### config.mk
export PLATFORM = sky130hd
export DESIGN_NAME = chain_walker
export DESIGN_NICKNAME = d
export VERILOG_FILES = /design/src/rtl/cw_pkg.sv /design/src/rtl/cw_tag_decode.sv /design/src/rtl/cw_addr_stack.sv /design/src/rtl/chain_walker.sv
export SDC_FILE = /design/constraint.sdc
export NUM_CORES = 1
export LEC_CHECK = 0
export ABC_CLOCK_PERIOD_IN_PS = 10200
export BUFFER_PORTS_ARGS = -buffer_cell sky130_fd_sc_hd__buf_2
export CAP_MARGIN = 15
export CORE_ASPECT_RATIO = 0.9
export CORE_MARGIN = 4
export CORE_UTILIZATION = 40
export DETAILED_ROUTE_END_ITERATION = 10
export PLACE_DENSITY = 0.71
export SLEW_MARGIN = 20
export SYNTH_ARGS = -nofsm -noshare
export SYNTH_HDL_FRONTEND = slang
export SYNTH_SLANG_ARGS = --single-unit
### constraint.sdc
create_clock -name clk_i -period 10.2 [get_ports clk_i]
set_clock_uncertainty 0.2 [all_clocks]
set_input_delay 1.53 -clock clk_i [delete_from_list [all_inputs] [get_ports clk_i]]
set_output_delay 1.53 -clock clk_i [all_outputs]
set_load 0.01 [all_outputs]
### src/rtl/cw_pkg.sv
package cw_pkg;
  localparam int QW_W      = 128;
  localparam int QCNT_W    = 16;
  localparam int TAG_ID_LSB = 28;
  localparam int TAG_IRQ_BIT = 31;
  localparam int TAG_ADR_LSB = 32;
  localparam int TAG_ADR_W   = 31;

  typedef enum logic [2:0] {
    ID_REFE = 3'd0, ID_CNT = 3'd1, ID_NEXT = 3'd2, ID_REF = 3'd3,
    ID_REFS = 3'd4, ID_CALL = 3'd5, ID_RET = 3'd6, ID_END = 3'd7
  } tag_id_e;

  typedef enum logic [2:0] {
    ST_IDLE, ST_TAG, ST_STALL, ST_DATA, ST_FIN
  } walk_state_e;

  localparam logic [2:0] SEL_CTRL  = 3'd0;
  localparam logic [2:0] SEL_MADR  = 3'd1;
  localparam logic [2:0] SEL_QCNT  = 3'd2;
  localparam logic [2:0] SEL_TADR  = 3'd3;
  localparam logic [2:0] SEL_STK0  = 3'd4;
endpackage

### src/rtl/cw_tag_decode.sv
module cw_tag_decode
  import cw_pkg::*;
#(
  parameter int ADDR_W = 31
) (
  input  logic [2:0]        id_i,
  input  logic [QCNT_W-1:0] qwc_i,
  input  logic [ADDR_W-1:0] tag_addr_i,
  input  logic [ADDR_W-1:0] taddr_i,
  input  logic              stack_empty_i,
  input  logic              stack_full_i,
  input  logic [ADDR_W-1:0] pop_addr_i,
  output logic [ADDR_W-1:0] data_addr_o,
  output logic [ADDR_W-1:0] next_taddr_o,
  output logic [ADDR_W-1:0] push_addr_o,
  output logic              push_o,
  output logic              pop_o,
  output logic              last_o,
  output logic              stall_ctl_o,
  output logic              err_o
);
  logic [ADDR_W-1:0] after_tag, after_data;

  assign after_tag   = taddr_i + ADDR_W'(1);
  assign after_data  = after_tag + ADDR_W'(qwc_i);
  assign push_addr_o = after_data;

  always_comb begin
    data_addr_o  = after_tag;
    next_taddr_o = after_tag;
    push_o       = 1'b0;
    pop_o        = 1'b0;
    last_o       = 1'b0;
    stall_ctl_o  = 1'b0;
    err_o        = 1'b0;
    unique case (tag_id_e'(id_i))
      ID_REFE: begin data_addr_o = tag_addr_i; last_o = 1'b1; end
      ID_CNT:  next_taddr_o = after_data;
      ID_NEXT: next_taddr_o = tag_addr_i;
      ID_REF:  data_addr_o = tag_addr_i;
      ID_REFS: begin data_addr_o = tag_addr_i; stall_ctl_o = 1'b1; end
      ID_CALL: begin
        next_taddr_o = tag_addr_i;
        err_o        = stack_full_i;
        push_o       = !stack_full_i;
      end
      ID_RET: begin
        if (stack_empty_i) begin
          next_taddr_o = after_data;
          last_o       = 1'b1;
        end else begin
          next_taddr_o = pop_addr_i;
          pop_o        = 1'b1;
        end
      end
      ID_END:  begin next_taddr_o = tag_addr_i; last_o = 1'b1; end
      default: ;
    endcase
  end
endmodule

### src/rtl/cw_addr_stack.sv
module cw_addr_stack #(
  parameter int ADDR_W = 31,
  parameter int DEPTH  = 2,
  parameter int SP_W   = $clog2(DEPTH + 1)
) (
  input  logic              clk_i,
  input  logic              rst_ni,
  input  logic              push_i,
  input  logic              pop_i,
  input  logic [ADDR_W-1:0] push_addr_i,
  input  logic [DEPTH-1:0]  wr_en_i,
  input  logic [ADDR_W-1:0] wr_data_i,
  input  logic              sp_we_i,
  input  logic [SP_W-1:0]   sp_wdata_i,
  output logic [SP_W-1:0]   sp_o,
  output logic              full_o,
  output logic [ADDR_W-1:0] top_o,
  output logic [ADDR_W-1:0] entry_o [DEPTH]
);
  logic [SP_W-1:0] sp_q;

  for (genvar g = 0; g < DEPTH; g++) begin : g_ent
    always_ff @(posedge clk_i or negedge rst_ni) begin
      if (!rst_ni)                                entry_o[g] <= '0;
      else if (wr_en_i[g])                        entry_o[g] <= wr_data_i;
      else if (push_i && sp_q == SP_W'(g))        entry_o[g] <= push_addr_i;
    end
  end

  always_ff @(posedge clk_i or negedge rst_ni) begin
    if (!rst_ni)      sp_q <= '0;
    else if (sp_we_i) sp_q <= (sp_wdata_i > SP_W'(DEPTH)) ? SP_W'(DEPTH) : sp_wdata_i;
    else if (push_i)  sp_q <= sp_q + SP_W'(1);
    else if (pop_i)   sp_q <= sp_q - SP_W'(1);
  end

  always_comb begin
    top_o = '0;
    for (int i = 0; i < DEPTH; i++)
      if (sp_q == SP_W'(i + 1)) top_o = entry_o[i];
  end

  assign sp_o   = sp_q;
  assign full_o = sp_q >= SP_W'(DEPTH);

  a_r8_sp_bound: assert property (@(posedge clk_i) disable iff (!rst_ni)
    sp_q <= SP_W'(DEPTH));
  a_r8_no_push_full: assert property (@(posedge clk_i) disable iff (!rst_ni)
    push_i |-> sp_q < SP_W'(DEPTH));
  a_r9_no_pop_empty: assert property (@(posedge clk_i) disable iff (!rst_ni)
    pop_i |=> sp_q == $past(sp_q) - SP_W'(1));
endmodule

### src/rtl/chain_walker.sv
module chain_walker
  import cw_pkg::*;
#(
  parameter int ADDR_W = 31,
  parameter int DEPTH  = 2
) (
  input  logic              clk_i,
  input  logic              rst_ni,
  input  logic              reg_we_i,
  input  logic [2:0]        reg_sel_i,
  input  logic [31:0]       reg_wdata_i,
  output logic [31:0]       reg_rdata_o,
  output logic              mem_req_o,
  output logic [ADDR_W-1:0] mem_addr_o,
  input  logic              mem_valid_i,
  input  logic [QW_W-1:0]   mem_data_i,
  input  logic              stall_i,
  output logic              out_valid_o,
  output logic [QW_W-1:0]   out_data_o,
  output logic              irq_o
);
  localparam int SP_W = $clog2(DEPTH + 1);

  walk_state_e       state_q;
  logic              dir_q, tte_q, tie_q, last_q, irq_stop_q;
  logic [1:0]        mode_q;
  logic [15:0]       tag_hi_q;
  logic [ADDR_W-1:0] madr_q, tadr_q;
  logic [QCNT_W-1:0] qcnt_q;

  logic busy, take, idle_wr, ctrl_wr;
  logic [QCNT_W-1:0] t_qwc;
  logic [2:0]        t_id;
  logic [ADDR_W-1:0] t_addr;
  logic [ADDR_W-1:0] d_data, d_next, d_push_addr, stk_top;
  logic d_push, d_pop, d_last, d_stall, d_err, in_tag;
  logic [SP_W-1:0]   sp;
  logic              stk_full;
  logic [DEPTH-1:0]  stk_we;
  logic [ADDR_W-1:0] stk_ent [DEPTH];

  assign busy    = state_q != ST_IDLE;
  assign take    = mem_req_o && mem_valid_i;
  assign in_tag  = state_q == ST_TAG && take;
  assign idle_wr = reg_we_i && !busy;
  assign ctrl_wr = idle_wr && reg_sel_i == SEL_CTRL;

  assign t_qwc  = mem_data_i[QCNT_W-1:0];
  assign t_id   = mem_data_i[TAG_ID_LSB +: 3];
  assign t_addr = ADDR_W'(mem_data_i[TAG_ADR_LSB +: TAG_ADR_W]);

  for (genvar g = 0; g < DEPTH; g++) begin : g_stk_we
    assign stk_we[g] = idle_wr && reg_sel_i == 3'(SEL_STK0 + g);
  end

  cw_tag_decode #(.ADDR_W(ADDR_W)) u_dec (
    .id_i(t_id), .qwc_i(t_qwc), .tag_addr_i(t_addr), .taddr_i(tadr_q),
    .stack_empty_i(sp == '0), .stack_full_i(stk_full), .pop_addr_i(stk_top),
    .data_addr_o(d_data), .next_taddr_o(d_next), .push_addr_o(d_push_addr),
    .push_o(d_push), .pop_o(d_pop), .last_o(d_last), .stall_ctl_o(d_stall),
    .err_o(d_err)
  );

  cw_addr_stack #(.ADDR_W(ADDR_W), .DEPTH(DEPTH), .SP_W(SP_W)) u_stk (
    .clk_i, .rst_ni,
    .push_i(in_tag && d_push), .pop_i(in_tag && d_pop), .push_addr_i(d_push_addr),
    .wr_en_i(stk_we), .wr_data_i(reg_wdata_i[ADDR_W-1:0]),
    .sp_we_i(ctrl_wr), .sp_wdata_i(SP_W'(reg_wdata_i[5:4])),
    .sp_o(sp), .full_o(stk_full), .top_o(stk_top), .entry_o(stk_ent)
  );

  always_ff @(posedge clk_i or negedge rst_ni) begin
    if (!rst_ni) begin
      state_q <= ST_IDLE;
      {dir_q, tte_q, tie_q, last_q, irq_stop_q, irq_o} <= '0;
      mode_q <= '0; tag_hi_q <= '0;
      madr_q <= '0; tadr_q <= '0; qcnt_q <= '0;
    end else begin
      irq_o <= 1'b0;
      if (idle_wr) begin
        unique case (reg_sel_i)
          SEL_CTRL: begin
            dir_q  <= reg_wdata_i[0];
            mode_q <= reg_wdata_i[3:2];
            tte_q  <= reg_wdata_i[6];
            tie_q  <= reg_wdata_i[7];
            if (reg_wdata_i[8]) begin
              irq_stop_q <= 1'b0;
              last_q     <= 1'b1;
              if (reg_wdata_i[3:2] != 2'd0) state_q <= ST_TAG;
              else state_q <= (qcnt_q != '0) ? ST_DATA : ST_FIN;
            end
          end
          SEL_MADR: madr_q <= reg_wdata_i[ADDR_W-1:0];
          SEL_QCNT: qcnt_q <= reg_wdata_i[QCNT_W-1:0];
          SEL_TADR: tadr_q <= reg_wdata_i[ADDR_W-1:0];
          default: ;
        endcase
      end
      unique case (state_q)
        ST_TAG: if (take) begin
          tag_hi_q <= mem_data_i[31:16];
          if (d_err) state_q <= ST_IDLE;
          else begin
            qcnt_q     <= t_qwc;
            madr_q     <= d_data;
            tadr_q     <= d_next;
            last_q     <= d_last;
            irq_stop_q <= mem_data_i[TAG_IRQ_BIT] && tie_q;
            if (d_stall)          state_q <= ST_STALL;
            else if (t_qwc != '0) state_q <= ST_DATA;
            else                  state_q <= ST_FIN;
          end
        end
        ST_STALL: if (!stall_i) state_q <= (qcnt_q != '0) ? ST_DATA : ST_FIN;
        ST_DATA: if (take) begin
          madr_q <= madr_q + ADDR_W'(1);
          qcnt_q <= qcnt_q - QCNT_W'(1);
          if (qcnt_q == QCNT_W'(1)) state_q <= ST_FIN;
        end
        ST_FIN: begin
          if (last_q || irq_stop_q) begin
            state_q <= ST_IDLE;
            irq_o   <= irq_stop_q;
          end else state_q <= ST_TAG;
        end
        default: ;
      endcase
    end
  end

  assign mem_req_o   = state_q == ST_TAG || state_q == ST_DATA;
  assign mem_addr_o  = (state_q == ST_TAG) ? tadr_q : madr_q;
  assign out_valid_o = take && (state_q == ST_DATA || tte_q);
  assign out_data_o  = mem_data_i;

  always_comb begin
    reg_rdata_o = '0;
    unique case (reg_sel_i)
      SEL_CTRL: reg_rdata_o = {tag_hi_q, 7'd0, busy, tie_q, tte_q, 2'(sp), mode_q, 1'b0, dir_q};
      SEL_MADR: reg_rdata_o = 32'(madr_q);
      SEL_QCNT: reg_rdata_o = 32'(qcnt_q);
      SEL_TADR: reg_rdata_o = 32'(tadr_q);
      default:
        for (int i = 0; i < DEPTH; i++)
          if (reg_sel_i == 3'(SEL_STK0 + i)) reg_rdata_o = 32'(stk_ent[i]);
    endcase
  end

  a_r14_req_hold: assert property (@(posedge clk_i) disable iff (!rst_ni)
    (mem_req_o && !mem_valid_i) |=> (mem_req_o && $stable(mem_addr_o)));
  a_r11_irq_pulse: assert property (@(posedge clk_i) disable iff (!rst_ni)
    irq_o |=> !irq_o);
  a_r13_count_step: assert property (@(posedge clk_i) disable iff (!rst_ni)
    (state_q == ST_DATA && mem_valid_i) |=> qcnt_q == $past(qcnt_q) - QCNT_W'(1));
  a_r7_stall_quiet: assert property (@(posedge clk_i) disable iff (!rst_ni)
    (state_q == ST_STALL && stall_i) |=> (!out_valid_o && $stable(qcnt_q)));
endmodule

==> run summary <==
Outcome: finished clean
CP endpoint kind: output port
Total CTS buffers: 17
Worst-margin pin slew: 1.21 ns
Layout cells sized above 1: 0.215
Vias: 15600
Routed vias/inst: 6.72
Pwr Total: 4.57 mW
CTS tree: built
Commonest non-fill, non-tap cell in the layout: buf_2
# IOs: 362
Final-layout fill cell count: 3595
Placed Cells: 2283
Die area: 40300 um^2
Placed cell area: 15400 um^2
Vias in the first global route: 14400
Fin crit share: 0.608
Yosys reg bits: 169
Post-cts sizing count: 0
Worst-path clk slew: 0.07 ns
Die Width: 211 um
First-pass GRT wire length: 94300 um
Mapped cell area: 14800 um^2
Routed Antenna Nets: 0
Synth top area cells: dfrtp_1 (28%), buf_4 (6.5%), mux2i_1 (5.6%)
Sequential Power Share: 0.324
Gate power share: 0.521
Final count of hold timing violations: 0
Critical Path Start Type: primary input
Relative slew slack: 0.191
Crit Path Max Fanout: 50
Post-route cell area: 16000 um^2
Final min period: 6.20 ns
Critical path's largest stage delay: 0.81 ns
Post-synth top area cell: dfrtp_1
EDFF count, synth: 0
Reg-to-Reg Start: tadr_q[0]
Cell mode on critical path: buf_4
Initial antenna violation count: 5
Clk pwr share: 0.156
Grt total ovfl: 0
Async SR Flop Fraction: 1.00
Hold WC Path Type: register to register
Drt first pass iters: 8
Drt total wl: 64300 um
Die Y: 191 um
H-tree levels: 4
Clock Latency Late Sink: 0.46 ns
Cell-internal power: 2.33 mW
Net Switching: 2.24 mW
Slowest stage cell, crit path: buf_4
Port buffer count: 230
Root buf cell: clkbuf_16
Most frequent cells in the layout: buf_2 (228), nand2_1 (199), dfrtp_1 (169), nor2_1 (113), a21oi_1 (112)
Sink Count: 169
Sw frac: 0.490
Residual DRC count: 0
Row cnt: 66
Setup Fix Bufs, Post-CTS: 0
Initial core utilization: 0.408
Worst Setup SP: reg_sel_i[0]
Main flop type after synthesis: dfrtp_1
RSZ-0062 raised after global routing: false
Yosys top cell area share: 0.285
Syn Nets: 2019
Fin cells: 2318
Sequential fraction of the synthesis area: 0.285
Library cells used by synthesis: 73
P per Cell Area: 286 nW/um^2
GPL Wtd Cong: 0.991
Number of synthesis warnings: 0
Total GRT Usage: 0.307
Clock Path Buffers: 2
Min Hold Slack: 0.308 ns
Wire length per cell: 27.7 um
Largest net degree at the start of global routing: 92
Cts hold-fix bufs: 0
Max Cap Viol: 0
Achievable Freq: 0.161 GHz
Max IR drop VDD: 0.000105 V
Setup violators final: 0
Setup crit end: reg_rdata_o[12]
Syn avg cell area: 8.14 um^2
Max-slew violations: 0
Mapped Cells: 1824
Core area: 36400 um^2
Lkg Pwr: 6.69 nW
Final TNS setup: 0 ns
R2r worst-path depth: 15
R2r setup slk: 5.06 ns
Net count, final: 2021
Crit path kind: primary input to output port
Placed wire-length estimate: 45300 um
Crit-path cells: buf_4, buf_4, nor2b_1, a22oi_1, o22ai_1, buf_2
R2r endpoint: u_stk.entry_o[27]
Area delta synth->final: 7.70%
Critical Path AT: 4.47 ns
Worst Path Required: 8.47 ns
Drt first-iter violations: 2383
-- registers in the layout, summed over array words and instances, names as in the netlist, 2 cells and up --
signal         cells
state_q            3
tadr_q            31
madr_q            31
tag_hi_q          16
qcnt_q            16
u_stk.entry_o     62
u_stk.sp_o         2
mode_q             2
-- layout make-up --
| cell class | instances | area, um^2 | share of cell area |
|---|---|---|---|
| clock buffers | 22 | 474 | 0.0297 |
| diodes | 3 | 7.51 | 0.000469 |
| multi-input cells | 1353 | 9070 | 0.567 |
| well taps | 476 | 596 | 0.0372 |
| clock inverters | 10 | 143 | 0.00892 |
| inverters | 31 | 116 | 0.00728 |
| flip-flops and latches | 169 | 4230 | 0.264 |
| repair buffers | 254 | 1360 | 0.0848 |
-- worst min-delay path by stage --
stage | start | to | slack (ns) | cells after the start
final | mode_q[1] | mode_q[1] | 0.31 | 1
after global routing | tag_hi_q[10] | tag_hi_q[10] | 0.33 | 1
after CTS | tag_hi_q[15] | tag_hi_q[15] | 0.31 | 1
after detailed placement | tag_hi_q[15] | tag_hi_q[15] | 0.30 | 1
after global placement | u_stk.entry_o[35] | u_stk.entry_o[35] | 0.29 | 2
after floorplan | u_stk.entry_o[35] | u_stk.entry_o[35] | 0.27 | 2
-- layer usage --
metal	GRT usage	vias up	share of wire	routed length, um
li1	-	6598	-	-
met1	0.425	7519	0.40	25400
met2	0.439	1246	0.42	27000
met3	0.0951	209	0.14	8760
met4	0.132	8	0.047	2990
met5	0.0160	-	0.0015	98
-- cell families after synthesis --
group	count (synthesis)	share of synthesized area
AND/OR/NAND/NOR	512	0.163
multiplexers	153	0.115
flip-flops	169	0.285
buffers and inverters	302	0.110
adder cells (fa/ha/maj)	27	0.0233
AO/OA/AOI/OAI	571	0.251
XOR/XNOR	90	0.0531
-- per-stage QoR --
stage	setup WS, ns	utilization
after floorplan	5.03	-
after global placement	4.22	0.421
after detailed placement	4.22	0.422
after CTS	4.21	0.439
after global routing	4.04	0.439
final	4.00	0.439
-- cells in the mapped netlist, drive strengths merged (9+ instances only) --
cell    count
nand2     199
dfrtp     169
buf       157
o21ai     142
nor2      118
clkbuf    114
a21oi     113
a22oi      94
mux2i      83
mux2       62
xnor2      45
xor2       45
nand3      38
o22ai      36
a31oi      31
inv        30
nand4      30
ha         26
nor3       24
o211ai     20
and2       15
o221ai     15
nand2b     14
nor4       14
and3       12
nor2b      12
a221oi     11
a21o       10
a211oi      9
a32oi       9
and4        9
-- power by group through the flow --
| stage | Clock, mW | Combinational (mW) | Sequential (mW) |
|---|---|---|---|
| 3_5_place_dp | 0 | 2.31 | 1.45 |
| 5_1_grt | 0.734 | 2.57 | 1.51 |
| 3_3_place_gp | 0 | 2.26 | 1.44 |
| 4_1_cts | 0.711 | 2.32 | 1.44 |
| 6_report | 0.713 | 2.38 | 1.48 |
| 2_1_floorplan | 0 | 1.76 | 1.19 |
-- worst max-delay path, delay by kind of cell --
kind / cells / cell delay [ns]
AO/OA/AOI/OAI: 2 / 0.68
buffers and inverters: 3 / 1.42
AND/OR/NAND/NOR: 1 / 0.79
Note: power is estimated with default switching activity, not from simulation.
